## src/rtl/cop_xfer_pkg.sv

```systemverilog
package cop_xfer_pkg;
    localparam int WORD_W = 16;

    typedef enum logic [1:0] {
        K_MEM_FULL,
        K_MEM_LO,
        K_MEM_HI,
        K_IO
    } op_kind_e;

    typedef enum logic {
        S_IDLE,
        S_ARMED
    } seq_st_e;
endpackage

```

## src/rtl/cop_xfer_plan.sv

```systemverilog
module cop_xfer_plan
    import cop_xfer_pkg::*;
(
    input  logic [1:0] idx,
    input  logic       to_cop,
    input  logic       odd,
    output op_kind_e   kind,
    output logic       last
);
    // Position of each operation inside one word, per direction and alignment
    always_comb begin
        kind = K_IO;
        last = 1'b0;
        if (to_cop) begin
            case (idx)
                2'd0:    kind = odd ? K_MEM_LO : K_MEM_FULL;
                2'd1: begin
                    kind = odd ? K_MEM_HI : K_IO;
                    last = !odd;
                end
                default: begin
                    kind = K_IO;
                    last = 1'b1;
                end
            endcase
        end else begin
            case (idx)
                2'd0:    kind = K_IO;
                2'd1: begin
                    kind = odd ? K_MEM_LO : K_MEM_FULL;
                    last = !odd;
                end
                default: begin
                    kind = K_MEM_HI;
                    last = 1'b1;
                end
            endcase
        end
    end
endmodule

```

## src/rtl/cop_xfer_lane.sv

```systemverilog
module cop_xfer_lane
    import cop_xfer_pkg::*;
#(
    parameter int                ADDR_W  = 16,
    parameter logic [ADDR_W-1:0] IO_PORT = 'h00FA
) (
    input  op_kind_e           kind,
    input  logic               to_cop,
    input  logic [ADDR_W-1:0]  cur_addr,
    input  logic [WORD_W-1:0]  hold,
    input  logic [WORD_W-1:0]  rdata,
    output logic               cmd_io,
    output logic               cmd_write,
    output logic [ADDR_W-1:0]  cmd_addr,
    output logic [1:0]         cmd_be,
    output logic [WORD_W-1:0]  cmd_wdata,
    output logic [WORD_W-1:0]  hold_nx
);
    localparam int HB = WORD_W / 2;

    always_comb begin
        cmd_io    = (kind == K_IO);
        cmd_write = (kind == K_IO) ? to_cop : !to_cop;
        case (kind)
            K_MEM_FULL: begin
                cmd_addr  = cur_addr;
                cmd_be    = 2'b11;
                cmd_wdata = hold;
                hold_nx   = rdata;
            end
            K_MEM_LO: begin
                // odd address: the byte sits on the upper lane
                cmd_addr  = cur_addr;
                cmd_be    = 2'b10;
                cmd_wdata = {hold[HB-1:0], hold[HB-1:0]};
                hold_nx   = {hold[WORD_W-1:HB], rdata[WORD_W-1:HB]};
            end
            K_MEM_HI: begin
                cmd_addr  = cur_addr + ADDR_W'(1);
                cmd_be    = 2'b01;
                cmd_wdata = {hold[WORD_W-1:HB], hold[WORD_W-1:HB]};
                hold_nx   = {rdata[HB-1:0], hold[HB-1:0]};
            end
            default: begin
                cmd_addr  = IO_PORT;
                cmd_be    = 2'b11;
                cmd_wdata = hold;
                hold_nx   = rdata;
            end
        endcase
    end
endmodule

```

## src/rtl/cop_xfer_seq.sv

```systemverilog
module cop_xfer_seq
    import cop_xfer_pkg::*;
#(
    parameter int                ADDR_W  = 16,
    parameter int                CNT_W   = 8,
    parameter logic [ADDR_W-1:0] IO_PORT = 'h00FA
) (
    input  logic              clk,
    input  logic              rst_n,
    input  logic              start,
    input  logic [ADDR_W-1:0] start_addr,
    input  logic [CNT_W-1:0]  word_cnt,
    input  logic              to_cop,
    input  logic              cop_req,
    output logic              busy,
    output logic              xfer_done,
    output logic              bus_cmd_valid,
    output logic              bus_cmd_io,
    output logic              bus_cmd_write,
    output logic [ADDR_W-1:0] bus_cmd_addr,
    output logic [1:0]        bus_cmd_be,
    output logic [15:0]       bus_cmd_wdata,
    input  logic              bus_done,
    input  logic [15:0]       bus_rdata
);
    typedef struct packed {
        seq_st_e           st;
        logic [ADDR_W-1:0] addr;
        logic [CNT_W-1:0]  left;
        logic              to_cop;
        logic [1:0]        idx;
        logic              valid;
        logic [WORD_W-1:0] hold;
        logic              done;
    } seq_t;

    seq_t r_d, r_q;

    op_kind_e          kind;
    logic              last_op;
    logic [WORD_W-1:0] hold_nx;

    cop_xfer_plan plan_i (
        .idx    (r_q.idx),
        .to_cop (r_q.to_cop),
        .odd    (r_q.addr[0]),
        .kind   (kind),
        .last   (last_op)
    );

    cop_xfer_lane #(
        .ADDR_W  (ADDR_W),
        .IO_PORT (IO_PORT)
    ) lane_i (
        .kind      (kind),
        .to_cop    (r_q.to_cop),
        .cur_addr  (r_q.addr),
        .hold      (r_q.hold),
        .rdata     (bus_rdata),
        .cmd_io    (bus_cmd_io),
        .cmd_write (bus_cmd_write),
        .cmd_addr  (bus_cmd_addr),
        .cmd_be    (bus_cmd_be),
        .cmd_wdata (bus_cmd_wdata),
        .hold_nx   (hold_nx)
    );

    always_comb begin
        r_d      = r_q;
        r_d.done = 1'b0;
        case (r_q.st)
            S_IDLE: begin
                if (start) begin
                    r_d.addr   = start_addr;
                    r_d.left   = word_cnt;
                    r_d.to_cop = to_cop;
                    r_d.idx    = 2'd0;
                    r_d.valid  = 1'b0;
                    if (word_cnt == '0) begin
                        r_d.done = 1'b1;
                    end else begin
                        r_d.st = S_ARMED;
                    end
                end
            end
            default: begin
                if (!r_q.valid) begin
                    r_d.valid = cop_req;
                end else if (bus_done) begin
                    r_d.valid = 1'b0;
                    if (!bus_cmd_write) begin
                        r_d.hold = hold_nx;
                    end
                    if (last_op) begin
                        r_d.idx  = 2'd0;
                        r_d.addr = r_q.addr + ADDR_W'(2);
                        r_d.left = r_q.left - 1'b1;
                        if (r_q.left == CNT_W'(1)) begin
                            r_d.st   = S_IDLE;
                            r_d.done = 1'b1;
                        end
                    end else begin
                        r_d.idx = r_q.idx + 2'd1;
                    end
                end
            end
        endcase
    end

    always_ff @(posedge clk) begin
        if (!rst_n) begin
            r_q <= '0;
        end else begin
            r_q <= r_d;
        end
    end

    assign busy          = (r_q.st == S_ARMED);
    assign xfer_done     = r_q.done;
    assign bus_cmd_valid = r_q.valid;

    AST_CMD_HOLD: assert property (@(posedge clk) disable iff (!rst_n)
        bus_cmd_valid && !bus_done |=> bus_cmd_valid && $stable(bus_cmd_addr)
            && $stable(bus_cmd_be) && $stable(bus_cmd_write));
    AST_BACK_TO_BACK: assert property (@(posedge clk) disable iff (!rst_n)
        bus_cmd_valid && bus_done |=> !bus_cmd_valid);
    AST_IDLE_QUIET: assert property (@(posedge clk) disable iff (!rst_n)
        !busy |-> !bus_cmd_valid);
    AST_PAUSE: assert property (@(posedge clk) disable iff (!rst_n)
        !bus_cmd_valid && !cop_req |=> !bus_cmd_valid);
    AST_DONE_PULSE: assert property (@(posedge clk) disable iff (!rst_n)
        xfer_done |=> !xfer_done);
    AST_IO_PORT: assert property (@(posedge clk) disable iff (!rst_n)
        bus_cmd_valid && bus_cmd_io |-> bus_cmd_addr == IO_PORT && bus_cmd_be == 2'b11);
    AST_BYTE_LANE: assert property (@(posedge clk) disable iff (!rst_n)
        bus_cmd_valid && !bus_cmd_io && bus_cmd_be != 2'b11 |-> bus_cmd_be[0] != bus_cmd_be[1]);
endmodule

```

## config.mk

```make
export PLATFORM = sky130hd
export DESIGN_NAME = cop_xfer_seq
export DESIGN_NICKNAME = d
export VERILOG_FILES = /design/src/rtl/cop_xfer_pkg.sv /design/src/rtl/cop_xfer_plan.sv /design/src/rtl/cop_xfer_lane.sv /design/src/rtl/cop_xfer_seq.sv
export SDC_FILE = /design/constraint.sdc
export NUM_CORES = 1
export LEC_CHECK = 0
export ABC_CLOCK_PERIOD_IN_PS = 9150
export CAP_MARGIN = 20
export CORE_ASPECT_RATIO = 0.7
export CORE_MARGIN = 10
export CORE_UTILIZATION = 40
export CTS_BUF_LIST = sky130_fd_sc_hd__clkbuf_16
export DETAILED_ROUTE_END_ITERATION = 12
export PLACE_DENSITY_LB_ADDON = 0.1
export SYNTH_ARGS = -nofsm -noshare
export SYNTH_HDL_FRONTEND = slang
export SYNTH_SLANG_ARGS = --single-unit
```

## constraint.sdc

```tcl
create_clock -name clk -period 9.15 [get_ports clk]
set_clock_uncertainty 0.15 [all_clocks]
set_input_delay 1.83 -clock clk [delete_from_list [all_inputs] [get_ports clk]]
set_output_delay 1.83 -clock clk [all_outputs]
set_load 0.005 [all_outputs]
```

==> impl_metrics.tcl, run 1 <==
set metrics [dict create \
    status "completed" \
    fin_cells 577 \
    cp.required_ns 7.17 \
    start_util_pct 40.9 \
    vias_per_cell 6.01 \
    mappedNetlistArea_um2 3190 \
    wirelength_mm 10.6 \
    overflow 0 \
    wl_per_cell_um 18.4 \
    nets 533 \
    place.gp.congestion 0.890 \
    cts_tree "done" \
    crit_chain "inv_1, ha_1, a21oi_1, nor2_1, a221oi_1, ha_1, clkinv_1, nor4_1, a21oi_1, a311oi_1, clkdlybuf4s50_1" \
    ys_ff_latch 46 \
    grt_first_pass_wirelength_mm 17.2 \
    layout-drive-gt1-share_pct 4.41 \
    die_height_um 94.8 \
    cts.sinks 46 \
    grt.busiest_layer "met1" \
    hpwl_mm 7.80 \
    drt_iter0_markers 397 \
    core_area_um2 7800 \
    r2r_setup_slack_ns 5.40 \
    arrival_ns 4.24 \
    fp.dieW_um 127 \
    fp.dieArea_um2 12000 \
    drtPass1Iterations 5 \
    portBuffers 84 \
    dp.cells 568 \
    vias 3470 \
    clockRootBuffer "clkbuf_16" \
    ant_nets 0 \
    grt_max_degree 47 \
    grt_setup_unrepaired "false" \
    grt_usage_pct 17.1 \
    area_growth_pct 30.3 \
    period_needed_ns 6.22 \
    maxSlewHeadroom_pct 28.3 \
    path_class "reg2out" \
    powerDensity_nw_per_um2 124 \
    clk_latency_ns 0.29 \
    avgSynthCellArea_um2 7.61 \
    swShare_pct 29.3 \
    yosysMostFrequentCell "dfxtp_1" \
    post-synth-top-area-cell "dfxtp_1" \
    synth_nets 478 \
    cts.repair.resized 0 \
    postCtsHoldBufs 0 \
    rows 27 \
    cp_slowest_cell "ha_1" \
    synth_warnings 0 \
    synthTopCellsByCount "dfxtp_1 (46), nor2_1 (41), a21oi_1 (31)" \
    cts_setup_buffers 0 \
    clockBufferDepth 2 \
    endpoint_kind "output pin" \
    synth-seq-area-share_pct 28.8 \
    power_switching_uw 152 \
    synth_edf_count 0 \
    htreeDepth 2 \
    worst_pin_slew_ns 1.07 \
    p_leak_nw 1.32 \
    met3_usage_pct 4.31 \
    min_path_type "reg2reg" \
    slew_viol_final 0 \
    p_clk_share_pct 34.6 \
    async_flop_share_pct 0 \
    critPathMaxStageDelay_ns 0.65 \
    crit_fanout 18 \
    finalSetupViolations 0 \
    synthCells 420 \
    period_share_pct 67.9 \
    cellInternalPower_uw 366 \
    ir_worst_vdd_uv 75.4 \
    synth_flop_cell "dfxtp_1" \
    pwr-share-comb_pct 22.3 \
    setup_tns_ns 0 \
    finalHoldViolations 0 \
    grt_use_met2_pct 23.7 \
    numCtsBuffers 5 \
    post-place-ws_ns 3.20 \
    synthDominantCellAreaShare_pct 28.8 \
    max_cap_violations 0 \
    pin_count 85 \
    grt_pass1_vias 3162 \
    grt.met1_usage_pct 26.0 \
    ys_top_cells_by_area "dfxtp_1 (29%), a211oi_1 (5.4%), a22oi_1 (4.9%)" \
    clk_pin_slew_ns 0.07 \
    start_kind "flop" \
    antenna_found_initial 0 \
    worst_slack_ns 2.93 \
    drc 0 \
    ys_types 56 \
    power.share.sequential_pct 43.1 \
    diodes 0 \
    clock.fmax_mhz 161 \
]
-- power by group through the flow --
| stage | registers [mW] | clock network (mW) | logic, mW |
|---|---|---|---|
| CTS | 0.223 | 0.181 | 0.115 |
| floorplan | 0.220 | 0 | 0.0684 |
| detailed placement | 0.227 | 0 | 0.114 |
| global route | 0.225 | 0.190 | 0.127 |
| global placement | 0.227 | 0 | 0.114 |
| finish | 0.223 | 0.179 | 0.115 |
-- registers in the layout, indices dropped and copies added, names as in the netlist --
register and count:
r_q 43, bus_cmd_valid 1, busy 1, xfer_done 1
-- per-layer routing --
metal,up-vias,wire (um)
li1,1714,-
met1,1626,5380
met2,126,4340
met3,4,823
met4,0,43
met5,-,0
-- cells by family (layout without fill, tap and decap cells) --
family | count (synthesis) | after routing | synth area share, %
buf+inv | 53 | 109 | 6.74
mux | 2 | 2 | 0.783
simple gates | 144 | 144 | 23.1
xor+xnor | 6 | 6 | 1.65
compound gates | 157 | 157 | 34.2
flops | 46 | 46 | 28.8
fa+ha+maj | 12 | 12 | 4.70
-- per-stage QoR --
stage | cell area (um2) | utilization [%] | power (mW) | hold WS, ns
2_1_floorplan | 3190 | - | 0.288 | 0.309
3_3_place_gp | 4010 | 51.4 | 0.341 | 0.325
3_5_place_dp | 4010 | 51.4 | 0.341 | 0.337
4_1_cts | 4150 | 53.2 | 0.518 | 0.349
5_1_grt | 4160 | 53.3 | 0.542 | 0.375
6_report | 4160 | 53.3 | 0.518 | 0.341
-- critical path: cells and delay by family, from the launching register on --
kind,cells,cell delay [ns]
fa+ha+maj,2,0.90
compound gates,4,0.92
flops,1,0.38
simple gates,2,0.69
buf+inv,3,1.07
-- layout by cell type (no fill, tap or decap), drive strengths merged, types with 2 or more instances in the layout --
master / netlist / final
clkdlybuf4s50: 0 / 84
dfxtp: 46 / 46
nor2: 41 / 41
a21oi: 31 / 31
nand2: 29 / 29
a211oi: 23 / 23
a22oi: 21 / 21
o21ai: 20 / 20
a22o: 17 / 17
inv: 14 / 14
nor3: 14 / 14
ha: 12 / 12
nand3: 11 / 11
nor4: 8 / 8
a31oi: 7 / 7
a221oi: 6 / 6
a311oi: 6 / 6
o22ai: 5 / 5
and3: 5 / 5
nand4: 5 / 5
xnor2: 5 / 5
clkbuf: 26 / 5
or3: 5 / 5
or2: 4 / 4
or4: 4 / 4
nor3b: 4 / 4
a32oi: 4 / 4
nor2b: 3 / 3
o31ai: 3 / 3
nand3b: 3 / 3
clkinv: 1 / 3
and4: 3 / 3
and2: 2 / 2
a221o: 2 / 2
a41oi: 2 / 2
o211ai: 2 / 2
nand2b: 2 / 2
buf: 12 / 2
-- worst paths after layout --
kind	start	endpoint	cells after the start
hold reg to reg	bus_cmd_valid	bus_cmd_valid	2
hold / removal	bus_cmd_valid	bus_cmd_valid	2
setup / recovery	r_q[18]	bus_cmd_addr[15]	11
setup reg to reg	r_q[18]	r_q[16]	11
-- cell type report --
cell class,instances,area (um2)
Timing Repair Buffer,86,860
Inverter,15,56.3
Sequential cell,46,921
Clock buffer,5,125
Clock inverter,3,16.3
Tap cell,101,126
Fill cell,795,3640
Multi-Input combinational cell,321,2060
Power figures use the tool's default switching activity.
==> inputs of run 2 (changes only) <==
Settings changed: ABC_CLOCK_PERIOD_IN_PS 9150 to 5150.
Clock period 9.15 ns to 5.15 ns, I/O delays scaled along.
==> run 2 against run 1 <==
  * Routed wire length up 2.4%
  * Worst setup slack worse by 2.7 ns
  * Die area unchanged
  * Total power up 77%
  * Global-route usage up 0.56 points
  * Non-clock buffer count up 4
  * Largest cell class unchanged
  * Largest power group unchanged
  * Highest routed layer unchanged
==> impl_metrics.tcl, run 2 (synthesis gave the netlist of run 1 again) <==
set metrics [dict create \
    vias_per_cell 6.18 \
    grt_max_degree 47 \
    finalSetupViolations 0 \
    placedInstanceArea_um2 4050 \
    cpLargestDelayFamily "compound AO/OA/AOI/OAI gates" \
    overflow 0 \
    final_area_um2 4190 \
    rows 27 \
    clk_pin_slew_ns 0.06 \
    place.gp.congestion 0.892 \
    period_share_pct 95.7 \
    postCtsHoldBufs 0 \
    cp_num_buf_inv 3 \
    endpoint_kind "output pin" \
    worst_slack_ns 0.223 \
    final_cell_mix "clkdlybuf4s50_1 (84), dfxtp_1 (46), nor2_1 (40), a21oi_1 (31), nand2_1 (28)" \
    grt_pass1_vias 3398 \
    max_cap_violations 0 \
    period_needed_ns 4.93 \
    p_leak_nw 1.34 \
    wl_per_cell_um 18.7 \
    vias 3590 \
    swShare_pct 29.3 \
    grt_usage_pct 17.7 \
    drc 0 \
    clk_latency_ns 0.29 \
    nets 537 \
    arrival_ns 3.75 \
    crit_fanout 10 \
    die_height_um 94.8 \
    setup_tns_ns 0 \
    clockRootBuffer "clkbuf_16" \
    core_area_um2 7800 \
    maxSlewHeadroom_pct 32.2 \
    finalHoldViolations 0 \
    clock.fmax_mhz 203 \
    cts.sinks 46 \
    cp.required_ns 3.97 \
    start_kind "flop" \
    status "completed" \
    multi_input_area_um2 2070 \
    drtPass1Iterations 5 \
    timing.hold.ws_ns 0.346 \
    grt_first_pass_wirelength_mm 17.8 \
    pwr-share-comb_pct 22.7 \
    largest_reg_flops 43 \
    powerDensity_nw_per_um2 219 \
    r2r_setup_slack_ns 1.74 \
    portBuffers 84 \
    pin_count 85 \
    cellInternalPower_uw 649 \
    min_path_type "reg2reg" \
    wirelength_mm 10.8 \
    p_clk_share_pct 34.1 \
    slew_viol_final 0 \
    power_switching_uw 268 \
    numCtsBuffers 5 \
    layout_commonest_cell "clkdlybuf4s50_1" \
    clockBufferDepth 2 \
    crit_top_cell "ha_1" \
    power.share.sequential_pct 43.2 \
    path_class "reg2out" \
    fp.dieW_um 127 \
    ff_latch_area_um2 921 \
    crit_chain "inv_1, ha_1, a21oi_1, nor2_1, a221oi_1, ha_1, clkinv_1, nor3_1, a31oi_1, a311oi_1, clkdlybuf4s50_1" \
    htreeDepth 2 \
    cp_slowest_cell "clkdlybuf4s50_1" \
    antenna_found_initial 0 \
    worst_pin_slew_ns 1.02 \
    post-place-ws_ns 0.593 \
    drt_iter0_markers 457 \
    fp.dieArea_um2 12000 \
    ant_nets 0 \
    layout-drive-gt1-share_pct 5.21 \
    largest-register "r_q" \
    grt_setup_unrepaired "false" \
    cts_tree "done" \
    critPathMaxStageDelay_ns 0.58 \
    cts_setup_buffers 0 \
    diodes 0 \
    hpwl_mm 7.96 \
    fill_cells 757 \
    area_growth_pct 31.3 \
    finalPower_uw 917 \
    start_util_pct 40.9 \
    ir_worst_vdd_uv 123 \
]
[run 2: cell types whose count changed in the layout (fill, tap and decap cells not counted), sizes merged]
cell	before	now
buf	2	6
clkinv	3	4
clkinvlp	1	0
[run 2: final cells by class]
class	instances	area share (%)
well taps	101	3.01
flip-flops and latches	46	22.0
multi-input cells	321	49.3
repair buffers	90	21.1
clock buffers	5	2.98
clock inverters	3	0.269
inverters	15	1.34
[run 2: worst paths after layout]
path,from,endpoint,cells past startpoint
hold reg to reg,bus_cmd_valid,bus_cmd_valid,2
hold / removal,bus_cmd_valid,bus_cmd_valid,2
setup reg to reg,r_q[18],r_q[8],11
setup / recovery,r_q[18],bus_cmd_addr[10],11
[run 2: worst register-to-register path, delay by kind of cell (launching register included)]
kind                       cells  cell delay [ns]
AOI/OAI and AO/OA              3             0.83
xor gates and xnor gates       1             0.21
adders and majority gates      2             0.53
buffers and inverters          2             0.24
DFF                            1             0.37
and+or+nand+nor                3             0.97
[run 2: metrics by stage]
step,std cells,utilization (%)
2_1_floorplan,420,-
3_3_place_gp,573,51.9
3_5_place_dp,573,51.9
4_1_cts,581,53.6
5_1_grt,581,53.7
6_report,581,53.7
[run 2: routing by layer]
metal	vias up	track usage, %	part of all wire (%)
met1	1716	25.8	48
met4	0	2.93	0.53
li1	1715	-	-
met2	153	25.5	43
met3	6	4.42	8.2
met5	-	0	0
[run 2: power groups by stage]
stage	sequential (mW)	combinational, mW	clock [mW]
floorplan	0.390	0.122	0
global placement	0.403	0.204	0
detailed placement	0.403	0.205	0
CTS	0.395	0.207	0.318
global route	0.400	0.230	0.337
finish	0.396	0.208	0.313
[run 2: repair_timing]
item | in CTS | in global routing
endpoints found under the hold margin | 0 | 0
gates resized for setup | 0 | 2
endpoints found under the setup margin | 0 | 2
